**config.mk**
```make
export PLATFORM = sky130hd
export DESIGN_NAME = wilk_conv_ctrl
export DESIGN_NICKNAME = d
export VERILOG_FILES = /design/src/rtl/wcc_pkg.sv /design/src/rtl/wcc_ramp_counter.sv /design/src/rtl/wcc_chan_capture.sv /design/src/rtl/wcc_seq_fsm.sv /design/src/rtl/wilk_conv_ctrl.sv
export SDC_FILE = /design/constraint.sdc
export NUM_CORES = 1
export LEC_CHECK = 0
export BUFFER_PORTS_ARGS = -buffer_cell sky130_fd_sc_hd__buf_2
export CORE_MARGIN = 3
export CORE_UTILIZATION = 54
export CTS_BUF_LIST = sky130_fd_sc_hd__clkbuf_4
export DETAILED_ROUTE_END_ITERATION = 6
export GPL_ROUTABILITY_DRIVEN = 0
export PLACE_DENSITY_LB_ADDON = 0.2
export SYNTH_ARGS = -nofsm -noshare
export SYNTH_HDL_FRONTEND = slang
export SYNTH_SLANG_ARGS = --single-unit
```
**constraint.sdc**
```tcl
create_clock -name clk -period 2.4 [get_ports clk]
set_input_delay 0.12 -clock clk [delete_from_list [all_inputs] [get_ports clk]]
set_output_delay 0.12 -clock clk [all_outputs]
set_load 0.1 [all_outputs]
```
**src/rtl/wcc_pkg.sv**
```systemverilog
package wcc_pkg;
    typedef enum logic [2:0] {
        ST_IDLE   = 3'd0,
        ST_SETTLE = 3'd1,
        ST_RAMP   = 3'd2,
        ST_STORE  = 3'd3,
        ST_DONE   = 3'd4
    } wcc_state_e;
endpackage

```
**src/rtl/wcc_ramp_counter.sv**
```systemverilog
module wcc_ramp_counter #(
    parameter int W = 12
) (
    input  logic         clk,
    input  logic         rst_n,
    input  logic         run,
    output logic [W-1:0] cnt,
    output logic         at_full
);
    localparam logic [W-1:0] FULL = {W{1'b1}};

    always_ff @(posedge clk or negedge rst_n) begin
        if (!rst_n)   cnt <= '0;
        else if (run) cnt <= cnt + 1'b1;
        else          cnt <= '0;
    end

    assign at_full = run && (cnt == FULL);

    // counter is held at zero whenever the ramp is not released
    assert_cnt_zero_R8: assert property (@(posedge clk) disable iff (!rst_n)
        !run |=> (cnt == '0));
    // one step per ramp cycle, so cycle k carries code k
    assert_cnt_step_R2: assert property (@(posedge clk) disable iff (!rst_n)
        (run && !at_full) |=> (cnt == $past(cnt) + 1'b1));
endmodule

```
**src/rtl/wcc_chan_capture.sv**
```systemverilog
module wcc_chan_capture #(
    parameter int W = 12
) (
    input  logic         clk,
    input  logic         rst_n,
    input  logic         clr,
    input  logic         arm,
    input  logic         cmp,
    input  logic [W-1:0] cnt,
    output logic [W-1:0] result
);
    localparam logic [W-1:0] FULL = {W{1'b1}};

    logic         cmp_d;
    logic         got;
    logic [W-1:0] code_q;
    logic         hit;

    assign hit = arm && cmp && !cmp_d && !got;

    always_ff @(posedge clk or negedge rst_n) begin
        if (!rst_n) begin
            cmp_d  <= 1'b0;
            got    <= 1'b0;
            code_q <= '0;
        end else begin
            cmp_d <= cmp;
            if (clr) begin
                got    <= 1'b0;
                code_q <= '0;
            end else if (hit) begin
                got    <= 1'b1;
                code_q <= cnt;
            end
        end
    end

    assign result = got ? code_q : FULL;

    // once a code is held, further comparator activity leaves it alone
    assert_hold_first_R4: assert property (@(posedge clk) disable iff (!rst_n)
        (got && !clr) |=> ($stable(code_q) && got));
    // a channel without a captured edge reports full scale
    assert_sat_code_R3: assert property (@(posedge clk) disable iff (!rst_n)
        (clr) |=> (result == FULL));
endmodule

```
**src/rtl/wcc_seq_fsm.sv**
```systemverilog
module wcc_seq_fsm
    import wcc_pkg::*;
#(
    parameter int MAX_COLS = 16,
    parameter int SET_W    = 8,
    parameter int CNT_W    = $clog2(MAX_COLS + 1),
    parameter int ADDR_W   = $clog2(MAX_COLS)
) (
    input  logic              clk,
    input  logic              rst_n,
    input  logic              start,
    input  logic [CNT_W-1:0]  col_count,
    input  logic [SET_W-1:0]  settle_len,
    input  logic              at_full,
    output logic              ramp_run,
    output logic              ramp_rst,
    output logic              lat_clr,
    output logic              wr_en,
    output logic [ADDR_W-1:0] wr_addr,
    output logic              busy,
    output logic              done
);
    wcc_state_e        state, state_nx;
    logic [CNT_W-1:0]  cols_q;
    logic [SET_W-1:0]  settle_q;
    logic [SET_W-1:0]  set_cnt;
    logic [ADDR_W-1:0] col_q;
    logic [CNT_W-1:0]  col_sat;
    logic              set_last;
    logic              col_last;

    assign col_sat  = (col_count > CNT_W'(MAX_COLS)) ? CNT_W'(MAX_COLS) : col_count;
    assign set_last = (settle_q == '0) || (set_cnt == settle_q - 1'b1);
    assign col_last = ((CNT_W'(col_q) + 1'b1) == cols_q);

    always_comb begin
        state_nx = state;
        unique case (state)
            ST_IDLE:   if (start) state_nx = (col_sat == '0) ? ST_DONE : ST_SETTLE;
            ST_SETTLE: if (set_last) state_nx = ST_RAMP;
            ST_RAMP:   if (at_full) state_nx = ST_STORE;
            ST_STORE:  state_nx = col_last ? ST_DONE : ST_SETTLE;
            ST_DONE:   state_nx = ST_IDLE;
            default:   state_nx = ST_IDLE;
        endcase
    end

    always_ff @(posedge clk or negedge rst_n) begin
        if (!rst_n) state <= ST_IDLE;
        else        state <= state_nx;
    end

    always_ff @(posedge clk or negedge rst_n) begin
        if (!rst_n) begin
            cols_q   <= '0;
            settle_q <= '0;
            set_cnt  <= '0;
            col_q    <= '0;
        end else begin
            unique case (state)
                ST_IDLE: if (start) begin
                    cols_q   <= col_sat;
                    settle_q <= settle_len;
                    set_cnt  <= '0;
                    col_q    <= '0;
                end
                ST_SETTLE: set_cnt <= set_cnt + 1'b1;
                ST_STORE: begin
                    set_cnt <= '0;
                    if (!col_last) col_q <= col_q + 1'b1;
                end
                default: ;
            endcase
        end
    end

    always_comb begin
        ramp_run = 1'b0;
        ramp_rst = 1'b0;
        lat_clr  = 1'b0;
        wr_en    = 1'b0;
        busy     = 1'b0;
        done     = 1'b0;
        unique case (state)
            ST_IDLE:   ramp_rst = 1'b1;
            ST_SETTLE: begin ramp_rst = 1'b1; lat_clr = 1'b1; busy = 1'b1; end
            ST_RAMP:   begin ramp_run = 1'b1; busy = 1'b1; end
            ST_STORE:  begin wr_en = 1'b1; busy = 1'b1; end
            ST_DONE:   done = 1'b1;
            default:   ramp_rst = 1'b1;
        endcase
    end

    assign wr_addr = col_q;

    assert_wr_single_R5: assert property (@(posedge clk) disable iff (!rst_n)
        wr_en |=> !wr_en);
    assert_addr_range_R6: assert property (@(posedge clk) disable iff (!rst_n)
        wr_en |-> (CNT_W'(wr_addr) < cols_q));
    assert_done_cause_R9: assert property (@(posedge clk) disable iff (!rst_n)
        done |-> ($past(wr_en) || $past(state == ST_IDLE)));
    assert_done_pulse_R9: assert property (@(posedge clk) disable iff (!rst_n)
        done |=> !done);
    assert_ramp_excl_R7: assert property (@(posedge clk) disable iff (!rst_n)
        ramp_run |-> !ramp_rst);
    assert_start_ignored_R10: assert property (@(posedge clk) disable iff (!rst_n)
        (busy && !wr_en) |=> $stable(cols_q));
endmodule

```
**src/rtl/wilk_conv_ctrl.sv**
```systemverilog
module wilk_conv_ctrl #(
    parameter int NUM_CH   = 4,
    parameter int W        = 12,
    parameter int MAX_COLS = 16,
    parameter int SET_W    = 8,
    localparam int CNT_W   = $clog2(MAX_COLS + 1),
    localparam int ADDR_W  = $clog2(MAX_COLS),
    localparam int DATA_W  = NUM_CH * W
) (
    input  logic              clk,
    input  logic              rst_n,
    input  logic              start,
    input  logic [CNT_W-1:0]  col_count,
    input  logic [SET_W-1:0]  settle_len,
    input  logic [NUM_CH-1:0] cmp_in,
    output logic              ramp_run,
    output logic              ramp_rst,
    output logic              wr_en,
    output logic [ADDR_W-1:0] wr_addr,
    output logic [DATA_W-1:0] wr_data,
    output logic              busy,
    output logic              done
);
    logic [W-1:0] cnt;
    logic         at_full;
    logic         lat_clr;

    wcc_seq_fsm #(
        .MAX_COLS (MAX_COLS),
        .SET_W    (SET_W),
        .CNT_W    (CNT_W),
        .ADDR_W   (ADDR_W)
    ) u_fsm (
        .clk        (clk),
        .rst_n      (rst_n),
        .start      (start),
        .col_count  (col_count),
        .settle_len (settle_len),
        .at_full    (at_full),
        .ramp_run   (ramp_run),
        .ramp_rst   (ramp_rst),
        .lat_clr    (lat_clr),
        .wr_en      (wr_en),
        .wr_addr    (wr_addr),
        .busy       (busy),
        .done       (done)
    );

    wcc_ramp_counter #(.W(W)) u_cnt (
        .clk     (clk),
        .rst_n   (rst_n),
        .run     (ramp_run),
        .cnt     (cnt),
        .at_full (at_full)
    );

    for (genvar ch = 0; ch < NUM_CH; ch++) begin : g_chan
        wcc_chan_capture #(.W(W)) u_cap (
            .clk    (clk),
            .rst_n  (rst_n),
            .clr    (lat_clr),
            .arm    (ramp_run),
            .cmp    (cmp_in[ch]),
            .cnt    (cnt),
            .result (wr_data[ch*W +: W])
        );
    end

    assert_done_idle_R9: assert property (@(posedge clk) disable iff (!rst_n)
        done |-> (!busy && !wr_en));
    assert_write_after_ramp_R8: assert property (@(posedge clk) disable iff (!rst_n)
        wr_en |-> $past(ramp_run));
endmodule

```
# Yosys cells after proc, flatten, opt, wreduce, memory -nomap -nowiden
# Index checks and enable logic that the tools add are counted.
[word_totals] in_bits=20 regBits=96
[op_classes] magnitude_cmp=1 muxes=39 n_addsub=5 reduce_logical=37 n_eq_ne=11
[ops] cell="$mux 12" count=13
[ops] cell="$pmux 8 s3" count=1
[ops] cell="$mux 3" count=5
[ops] cell="$mux 1" count=14
[ops] cell="$logic_and 1x1->1" count=13
[ops] cell="$add 12x1->12 const B" count=1
[ops] cell="$eq 12x12->1 const B" count=1
[ops] cell="$pmux 3 s4" count=1
[ops] cell="$reduce_bool 2->1" count=5
[ops] cell="$add 8x1->8 const B" count=1
[ops] cell="$eq 8x8->1" count=1
[ops] cell="$logic_not 1->1" count=8
[ops] cell="$logic_not 8->1" count=1
[ops] cell="$mux 4" count=2
[ops] cell="$mux 8" count=1
[ops] cell="$pmux 4 s2" count=1
[ops] cell="$sub 8x1->8 const B" count=1
[ops] cell="$eq 3x2->1 const B" count=2
[ops] cell="$ne 2x2->1 const B" count=3
[ops] cell="$reduce_and 3->1" count=2
[ops] cell="$reduce_or 3->1" count=2
[ops] cell="$add 4x1->5 const B" count=1
[ops] cell="$eq 5x5->1" count=1
[ops] cell="$gt 5x5->1 const B" count=1
[ops] cell="other kinds (10)" count=11

# Logic depth before layout (Yosys ltp)
# Gate-level depths: netlist of the first run.
[depth] ltp_word=7 depth_mapped=7

# By module
# A second synthesis of the first run with hierarchy kept.
[hier_totals] hier_cells=444 area_unflattened_um2=4959.8
[modules_own_cells] mod="wcc_chan_capture at g_chan[1].u_cap ..." cells_per_inst=48 area_each_um2=621.8 instances=3
[modules_own_cells] mod="wcc_seq_fsm" cells_per_inst=173 area_each_um2=1745.4 instances=1
[modules_own_cells] mod="wcc_chan_capture at g_chan[0].u_cap" cells_per_inst=70 area_each_um2=764.5 instances=1
[modules_own_cells] mod="wcc_ramp_counter" cells_per_inst=57 area_each_um2=584.3 instances=1

# Least setup slack after synthesis of the first run
# Ideal clock, no wire load.
[synth_timing] path_type="flip-flop to output port" start="register u_fsm.state[2]" end="output port ramp_rst" arrival_ps=3948 path_buffers=1 slack_ps=-1668 path_stages_with_launch=5 path_cell_list="dfrtp_1 -> buf_6 -> inv_1 -> nor3_1 -> a21oi_1"
[synth_between] elab_chain_cells=3 word_cells_on_any_way=5
[synth_lines] item="start, declared" line_no="wcc_seq_fsm.sv:23" source="wcc_state_e state, state_nx;"
[synth_lines] item="start signal, assigned" line_no="wcc_seq_fsm.sv:50" source="else state <= state_nx;"
[synth_lines] item="$eq 3x2->1 / $eq 3x3->1 (equally long branches)" line_no="wcc_seq_fsm.sv:84" source="unique case (state)"
[synth_lines] item="$reduce_or 3->1 (no line) *"
[synth_lines] item="$mux 1 *" line_no="wcc_seq_fsm.sv:84"
[synth_lines] item="end, declared" line_no="wilk_conv_ctrl.sv:17" source="output logic ramp_rst,"
# Every way passes the cells marked *; elsewhere a longest branch is shown, timed or not.

# Worst setup path after layout of the first run
[layout_timing] start="register u_fsm.state[2]" end="output port ramp_run"
[layout_between] elab_chain_cells=2
[layout_lines] item="$eq 3x2->1" line_no="wcc_seq_fsm.sv:84"
[layout_lines] item="$mux 1" line_no="wcc_seq_fsm.sv:84"
[layout_lines] item="end, declared" line_no="wilk_conv_ctrl.sv:16" source="output logic ramp_run,"
# Every way passes these cells.

==> results of run 1 <==
-- metal layers --
layer / global-route usage (%) / up-vias / share of wire, %
li1: - / 1782 / -
met1: 33.6 / 1795 / 46
met2: 37.1 / 92 / 48
met3: 3.39 / 12 / 5.1
met4: 7.98 / 0 / 1.5
met5: 0 / - / 0
-- stage by stage --
step / util (%) / instance area (sq um) / hold slack, ps
2_1_floorplan: - / 4840 / -176
3_3_place_gp: 63.3 / 5330 / 172
3_5_place_dp: 63.3 / 5330 / 182
4_1_cts: 67.6 / 5690 / 126
5_1_grt: 67.7 / 5700 / 173
6_report: 67.7 / 5700 / 162
-- state kept, by name, indices dropped and copies added (netlist names) --
name	cells
g_chan.u_cap.cmp_d	4
g_chan.u_cap.code_q	48
g_chan.u_cap.got	4
u_cnt.cnt	12
u_fsm.cols_q	5
u_fsm.set_cnt	8
u_fsm.settle_q	8
u_fsm.state	3
u_fsm.wr_addr	4
-- layout make-up --
class | count | area (sq um)
Antenna cell | 1 | 2.50
Timing Repair Buffer | 111 | 716
Tap cell | 105 | 131
Clock buffer | 9 | 67.6
Fill cell | 658 | 2720
Sequential cell | 96 | 2400
Inverter | 11 | 41.3
Multi-Input combinational cell | 331 | 2260
Clock inverter | 7 | 76.3
-- placed cells by master (no fill, tap or decap), types with 5 or more instances in the layout --
cell type,count
buf_4,13
or3_1,7
xor2_1,14
dfrtp_1,95
ha_1,5
mux2i_1,49
nor2_1,71
inv_1,11
nand2_1,20
o21ai_0,17
xnor2_1,9
a31oi_1,8
a21oi_1,7
nand4_1,5
nor3_1,7
dlygate4sd3_1,22
nand2b_1,56
buf_2,74
nand3_1,8
mux2_2,9
clkbuf_4,10
-- what timing repair did --
item	CTS	global route
endpoints found under the hold margin	65	0
gates resized for setup	0	2
hold buffers	22	0
setup endpoints to repair	0	1
-- power by group through the flow --
stage | sequential [W] | combinational, W | clock [W]
after global routing | 0.00220 | 0.00381 | 0.000980
final | 0.00216 | 0.00359 | 0.000894
after CTS | 0.00215 | 0.00359 | 0.000917
after global placement | 0.00217 | 0.00351 | 0
after floorplan | 0.00218 | 0.00293 | 0
after detailed placement | 0.00219 | 0.00355 | 0
-- cells in the mapped netlist, types with 2 or more instances --
master    number
a211oi_1       2
a21o_1         2
a21oi_1        7
a22o_1         2
a31oi_1        8
and3_1         4
buf_4          4
buf_6          3
clkbuf_1      17
dfrtp_1       96
ha_1           5
inv_1         11
mux2_2         9
mux2i_1       49
nand2_1       21
nand2b_1      56
nand3_1        8
nand4_1        5
nor2_1        71
nor3_1         9
nor4_1         3
nor4b_4        4
o21ai_0       17
or3_1          7
xnor2_1        9
xor2_1        14
-- tightest hold or removal path, delay by kind of cell --
| kind | cells | cell delay (ps) |
|---|---|---|
| AOI/OAI and AO/OA | 1 | 140 |
| buffers and inverters | 1 | 90 |
| and+or+nand+nor | 2 | 230 |
-- cell families after synthesis --
logic type,count (synthesis),synth area share [%]
flip-flops,96,49.8
multiplexers,58,12.3
XOR/XNOR,23,4.18
AO/OA/AOI/OAI,48,6.56
buffers and inverters,37,3.68
adder cells (fa/ha/maj),6,1.50
AND/OR/NAND/NOR,196,22.0
-- worst min-delay path by stage --
stage,startpoint,endpoint,slack (ps),cells after the start
after floorplan,rst_n,g_chan[0].u_cap.cmp_d$_DFF_PN0_,-180,0
after global placement,rst_n,u_fsm.set_cnt[5]$_DFFE_PN0P_,170,1
after detailed placement,rst_n,u_fsm.settle_q[0]$_DFFE_PN0P_,180,1
after CTS,start,u_fsm.wr_addr[3]$_DFFE_PN0P_,130,4
after global routing,start,u_fsm.wr_addr[3]$_DFFE_PN0P_,170,4
final,start,u_fsm.wr_addr[3]$_DFFE_PN0P_,160,4
==> flow_metrics.tcl, run 1 <==
set metrics [dict create \
    area_delta_synth_final_pct 18.2 \
    dp_slack_ps 283 \
    max_stage_delay_ps 500 \
    path_delay_family "buffers and inverters" \
    drv_cap 0 \
    hold_class "input pin to flop" \
    cts_buffers 9 \
    dieArea_sq_um 10100 \
    vdd_drop_max_mv 0.559 \
    setup_viol 0 \
    endpoint "ramp_run" \
    worst-r2r-cell-count 6 \
    powerDensity_nw_per_um2 1160 \
    ys_async_sr_fraction_pct 100 \
    cts.sinks 96 \
    rr_startpoint "u_fsm.wr_addr[0]$_DFFE_PN0P_" \
    drv_slew 0 \
    clk_latency_ps 440 \
    syn_area_sq_um 4820 \
    power_frac_clock_pct 13.5 \
    cts_max_level 3 \
    cp.depth 4 \
    fin_nets 585 \
    yosysSeqAreaShare_pct 49.8 \
    synth_edf_count 0 \
    worstSetupStartpoint "u_fsm.state[2]$_DFFE_PN0P_" \
    vias 3681 \
    worst_path_max_delay_cell "dfrtp_1" \
    crit_fanout 9 \
    fin_crit_ps 2140 \
    ant_nets 0 \
    r2r_slack_ps 270 \
    ys_ff_latch 96 \
    final.setup.tns_ps 0 \
    synth.distinct_cells 47 \
    synth.area.top_cells "dfrtp_1 50%, mux2i_1 10%, nand2b_1 7.3%" \
    yosys_warnings 0 \
    cp.required_ps 2280 \
    syn_avg_cell_area_sq_um 10.4 \
    yosys_most_used_dff "dfrtp_1" \
    netlist_instances 464 \
    p_sw_w 0.00367 \
    pwr-share-seq_pct 32.5 \
    overflow 0 \
    wl_mm 10.8 \
    drt_first_pass_iters 4 \
    leakage_nw 2.46 \
    rsz0062_at_grt "no" \
    cts_tree "built" \
    cts_setup_buffers 0 \
    max_freq_mhz 468 \
    pin_count 77 \
    drive_above_1_share_pct 22.1 \
    dpl.hpwl_mm 7.36 \
    swShare_pct 55.3 \
    arrival_ps 2020 \
    syn_nets 489 \
    clk_pin_slew_worst_paths_ps 150 \
    cp-end-kind "output port" \
    start_util_pct 57.3 \
    antenna_found_initial 1 \
    drt_iter0_drc 222 \
    die_y_um 101 \
    critPathBufInv 2 \
    drc 0 \
    p_int_w 0.00297 \
    grt_pass1_vias 3757 \
    cts_max_path_buffers 2 \
    die_w_um 101 \
    grt_pass1_wl_mm 18.6 \
    crit_type "flop to output port" \
    max-slew-margin-rel_pct 58.6 \
    root_buffer "clkbuf_4" \
    wl_per_cell_um 16.0 \
    yosys.area.top_type_share_pct 49.8 \
    rows 33 \
    viasPerCell 5.49 \
    core_area_sq_um 8420 \
    tightest_slew_ps 620 \
    comb_power_share_pct 54.0 \
    hold_viol 0 \
    critPathLaunchType "flop" \
    period_share_pct 89.0 \
    numPortBuffers 76 \
    grt_usage_pct 23.5 \
    grt_max_degree 48 \
    placedCellCount 632 \
    status "finished, final reports clean" \
    p_total_w 0.00664 \
    finalWorstSetupSlack_ps 264 \
    synth_top_cell_by_area "dfrtp_1" \
    fin_cells 671 \
    finClkSkew_ps 16.4 \
    timing.rr.end "u_fsm.wr_addr[3]$_DFFE_PN0P_" \
    cp_cell_sequence "nor2_2 -> nand2_2 -> inv_1 -> clkbuf_4" \
]
Note: power is estimated with default switching activity, not from simulation.
==> run 2, diff against run 1 <==
CORE_UTILIZATION = 40   (was 54)
==> run 2 against run 1 <==
  * Combinational power increased by 2%
  * Die area increased by 33%
  * Sequential power about the same
  * Highest routed layer unchanged
  * Total power increased by 0.38%
  * Critical endpoint is now u_fsm.wr_addr[3]$_DFFE_PN0P_
==> flow_metrics.tcl, run 2 (synthesized netlist as in run 1, its figures left out) <==
set metrics [dict create \
    status "finished, final reports clean" \
    fin_crit_ps 2140 \
    pin_count 77 \
    ant_nets 0 \
    numPortBuffers 76 \
    multi_input_area_sq_um 2260 \
    rsz0062_at_grt "no" \
    rows 39 \
    finClkSkew_ps 25.1 \
    drv_slew 0 \
    clk_pin_slew_worst_paths_ps 160 \
    regMostFlops "g_chan.u_cap.code_q" \
    core_area_sq_um 11600 \
    arrival_ps 2520 \
    fin_area_sq_um 5750 \
    root_buffer "clkbuf_4" \
    reg_top3 "g_chan.u_cap.code_q (48), u_cnt.cnt (12)" \
    grtUsageMet3_pct 2.30 \
    grt_pass1_vias 3470 \
    setup_viol 0 \
    drv_cap 0 \
    final.setup.tns_ps 0 \
    cp-end-kind "flop" \
    grt_pass1_wl_mm 18.3 \
    crit_fanout 6 \
    mostFrequentLayoutCells "95 x dfrtp_1, 74 x buf_2, 71 x nor2_1" \
    drt_first_pass_iters 4 \
    powerDensity_nw_per_um2 1160 \
    fin_nets 583 \
    wl_per_cell_um 15.5 \
    cp.required_ps 2790 \
    grt_usage_pct 17.3 \
    antenna_found_initial 0 \
    hold_viol 0 \
    cts_buffers 9 \
    cts_setup_buffers 0 \
    tightest_slew_ps 646 \
    grt_max_degree 58 \
    critPathLaunchType "flop" \
    drive_above_1_share_pct 21.8 \
    drt_iter0_drc 242 \
    vias 3636 \
    wl_mm 10.9 \
    period_share_pct 89.0 \
    hold_class "input pin to flop" \
    diodes 0 \
    cts.sinks 96 \
    crit_type "flop to flop" \
    die_y_um 116 \
    leakage_nw 2.46 \
    p_total_w 0.00666 \
    grt_use_met2_pct 25.6 \
    regArea_sq_um 2400 \
    met1_usage_pct 26.4 \
    area_delta_synth_final_pct 19.2 \
    drc 0 \
    placed_area_sq_um 5400 \
    die_w_um 116 \
    cts_max_path_buffers 2 \
    start_util_pct 41.5 \
    viasPerCell 5.15 \
    cts_max_level 3 \
    max-slew-margin-rel_pct 56.9 \
    overflow 0 \
    dieArea_sq_um 13400 \
    dpl.hpwl_mm 7.44 \
    largest_reg_flops 48 \
    max_freq_mhz 468 \
    busiest_layer "met1" \
    clk_latency_ps 450 \
    vdd_drop_max_mv 0.517 \
    cts_tree "built" \
    fill_cells 1087 \
    final_common_cell "dfrtp_1" \
]
-- run 2: changes by cell type in the layout (fill, tap and decap cells not counted), sizes merged --
cell,delta
diode,-1
clkinv,-1
inv,+2
buf,-1
clkinvlp,-1
bufinv,-1
-- run 2: worst paths after layout --
| check | cells past startpoint | to | from | slack (ps) |
|---|---|---|---|---|
| max | 6 | u_fsm.wr_addr[3]$_DFFE_PN0P_ | u_fsm.wr_addr[0]$_DFFE_PN0P_ | 260 |
| min | 4 | u_fsm.wr_addr[3]$_DFFE_PN0P_ | start | 160 |
| max reg2reg | 6 | u_fsm.wr_addr[3]$_DFFE_PN0P_ | u_fsm.wr_addr[0]$_DFFE_PN0P_ | 260 |
| min reg2reg | 2 | u_fsm.cols_q[1]$_DFFE_PN0P_ | u_fsm.cols_q[1]$_DFFE_PN0P_ | 530 |
| max in group asynchronous | 3 | u_fsm.set_cnt[2]$_DFFE_PN0P_ | rst_n | 1510 |
| min in group asynchronous | 2 | g_chan[2].u_cap.code_q[2]$_DFFE_PN0P_ | rst_n | 190 |
-- run 2: timing repair --
action	4_1_cts	5_1_grt
gates resized for setup	0	0
hold buffers	22	0
hold endpoints to repair	64	0
-- run 2: cell type report --
cell class | count | area share, %
clock buffer | 10 | 1.31
clock inverter | 6 | 0.957
inverter | 11 | 0.718
multi-input combinational | 331 | 39.3
sequential | 96 | 41.8
tap | 143 | 3.11
timing repair buffer | 109 | 12.8
-- run 2: critical path: stages (launching register included) --
cell	delay, ps
dfrtp_2	480
ha_1	250
maj3_1	360
nor2_1	150
o2111ai_1	180
a21boi_0	440
a221o_1	230
-- run 2: layer usage --
metal	share of wire, %	wire (um)	vias to the layer above
li1	-	-	1777
met1	49	5360	1777
met2	46	5080	72
met3	3.4	375	10
met4	0.97	106	0
met5	0	0	-
-- run 2: metrics by stage --
stage               hold WS [ps]  cells  setup slack [ps]  util, %
floorplan                   -176    464              2.94        -
global placement             160    668               316     46.5
detailed placement           156    668               287     46.5
CTS                          149    706               257     49.5
global route                 198    706               111     49.5
finish                       164    706               264     49.5
-- run 2: report_power, final --
part | internal (W) | switching, W | total (W) | leakage (nW)
Combinational | 0.000866 | 0.00280 | 0.00366 | 1.09
Clock | 0.000250 | 0.000601 | 0.000851 | 0.0743
Sequential | 0.00182 | 0.000331 | 0.00215 | 1.30
Total | 0.00293 | 0.00373 | 0.00666 | 2.46
==> run 3, diff against run 2 <==
RECOVER_POWER = 50   (was not set)
==> run 3 against run 2 <==
  * Clock-buffer cell count unchanged
  * Critical path depth fell by 2
  * Maximum frequency fell by 1.4%
  * Final area fell by 0.98%
  * Clock power is essentially flat
  * Sequential share of layout area up 0.41 points
  * Via count rose by 0.30%
  * Register-to-register slack is essentially flat
  * Combinational power shrank 2%
  * Flip-flop and latch count unchanged
==> flow_metrics.tcl, run 3 (synthesized netlist as in run 1, its figures left out) <==
set metrics [dict create \
    clk_latency_ps 460 \
    drv_cap 0 \
    wl_met2_mm 5.08 \
    whs_endpoint "u_fsm.wr_addr[3]$_DFFE_PN0P_" \
    wl_mm 10.9 \
    diodes 0 \
    dr.max_layer_used "met4" \
    ant_nets 0 \
    cts_max_level 3 \
    root_buffer "clkbuf_4" \
    timing.rr.end "u_fsm.wr_addr[3]$_DFFE_PN0P_" \
    leakage_nw 2.41 \
    dpl.hpwl_mm 7.44 \
    crit_fanout 7 \
    final.setup.tns_ps 0 \
    antenna_found_initial 0 \
    grt_pass1_wl_mm 18.3 \
    fin_area_sq_um 5700 \
    r2r_slack_ps 270 \
    status "finished, final reports clean" \
    wl_met3_um 360 \
    cp.required_ps 2280 \
    core_area_sq_um 11600 \
    clk_pin_slew_worst_paths_ps 160 \
    start_util_pct 41.5 \
    vias 3647 \
    overflow 0 \
    final_common_cell "dfrtp_1" \
    hold_depth 4 \
    crit_type "flop to output port" \
    pin_count 77 \
    die_y_um 116 \
    placed_area_sq_um 5400 \
    p_total_w 0.00659 \
    area_delta_synth_final_pct 18.1 \
    wl_per_cell_um 15.4 \
    rsz0062_at_grt "no" \
    fin_crit_ps 2170 \
    cp_cell_sequence "clkbuf_1 -> nand3_1 -> inv_1 -> buf_2" \
    max_freq_mhz 462 \
    viasPerCell 5.17 \
    period_share_pct 90.2 \
    die_w_um 116 \
    drt_iter0_drc 209 \
    utilization_pct 49.0 \
    worstSetupStartpoint "u_fsm.state[0]$_DFFE_PN0P_" \
    grt_usage_pct 17.3 \
    placedCellCount 668 \
    wl_met1_mm 5.29 \
    critPathBufInv 3 \
    drive_above_1_share_pct 19.5 \
    arrival_ps 2050 \
    fin_cells 706 \
    largest_reg_flops 48 \
    path_delay_family "buffers and inverters" \
    drc 0 \
    rr_startpoint "u_fsm.wr_addr[0]$_DFFE_PN0P_" \
    hold_viol 0 \
    cts.sinks 96 \
    fin_nets 583 \
    finClkSkew_ps 29.9 \
    cts_tree "built" \
    setup_viol 0 \
    numPortBuffers 76 \
    max_stage_delay_ps 460 \
    fill_cells 1093 \
    post_cts_resized 0 \
    cts_buffers 9 \
    critPathLaunchType "flop" \
    worst_path_max_delay_cell "buf_2" \
    max-slew-margin-rel_pct 22.8 \
    rows 39 \
    reg_top3 "g_chan.u_cap.code_q (48), u_cnt.cnt (12)" \
    drt_first_pass_iters 4 \
    powerDensity_nw_per_um2 1160 \
    tightest_slew_ps 1160 \
    cts_max_path_buffers 2 \
    hp-start "start" \
    grt_pass1_vias 3470 \
    vdd_drop_max_mv 0.505 \
    hold_class "input pin to flop" \
    drv_slew 0 \
    cp-end-kind "output port" \
    dieArea_sq_um 13400 \
    regMostFlops "g_chan.u_cap.code_q" \
    grt_max_degree 58 \
    mostFrequentLayoutCells "95 x dfrtp_1, 72 x nor2_1, 66 x buf_2" \
    worst-r2r-cell-count 6 \
]
run 3: power by group:
part	total [W]	internal, W	leakage, nW	switching, W
Clock	0.000851	0.000250	0.0743	0.000601
Combinational	0.00359	0.000805	1.04	0.00279
Sequential	0.00215	0.00182	1.30	0.000331
Total	0.00659	0.00287	2.41	0.00372
run 3: through the flow:
step | hold slack [ps] | setup WS [ps]
2_1_floorplan | -176 | 2.94
3_3_place_gp | 160 | 316
3_5_place_dp | 156 | 287
4_1_cts | 149 | 257
5_1_grt | 197 | 68.4
6_report | 150 | 235
run 3: layout make-up:
cell class	instances	area, sq um	area share, %
Sequential cell	96	2400	42.2
Multi-Input combinational cell	331	2250	39.5
Timing Repair Buffer	109	689	12.1
Tap cell	143	179	3.14
Clock buffer	10	75.1	1.32
Clock inverter	6	55.1	0.967
Inverter	11	41.3	0.725
run 3: how the worst max path moves through the flow:
stage,to,slack (ps),depth (start not counted)
2_1_floorplan,ramp_rst,3,4
3_3_place_gp,u_fsm.wr_addr[3]$_DFFE_PN0P_,320,6
3_5_place_dp,u_fsm.wr_addr[3]$_DFFE_PN0P_,290,6
4_1_cts,u_fsm.wr_addr[3]$_DFFE_PN0P_,260,6
5_1_grt,u_fsm.settle_q[2]$_DFFE_PN0P_,70,5
6_report,wr_en,230,4
run 3: repair_timing:
action	CTS	global route
endpoints found under the setup margin	0	0
hold endpoints to repair	64	0
setup buffers	0	0
hold buffers	22	0
run 3: tightest hold or removal path: cells and delay by family:
kind | cells | cell delay, ps
AO/OA/AOI/OAI | 1 | 140
buffers and inverters | 1 | 90
AND/OR/NAND/NOR | 2 | 220
run 3: metal layers:
layer  track usage (%)  vias to the layer above
li1                  -                     1773
met1              26.4                     1786
met2              25.6                       77
met3              2.30                       11
met4              5.18                        0
met5                 0                        -
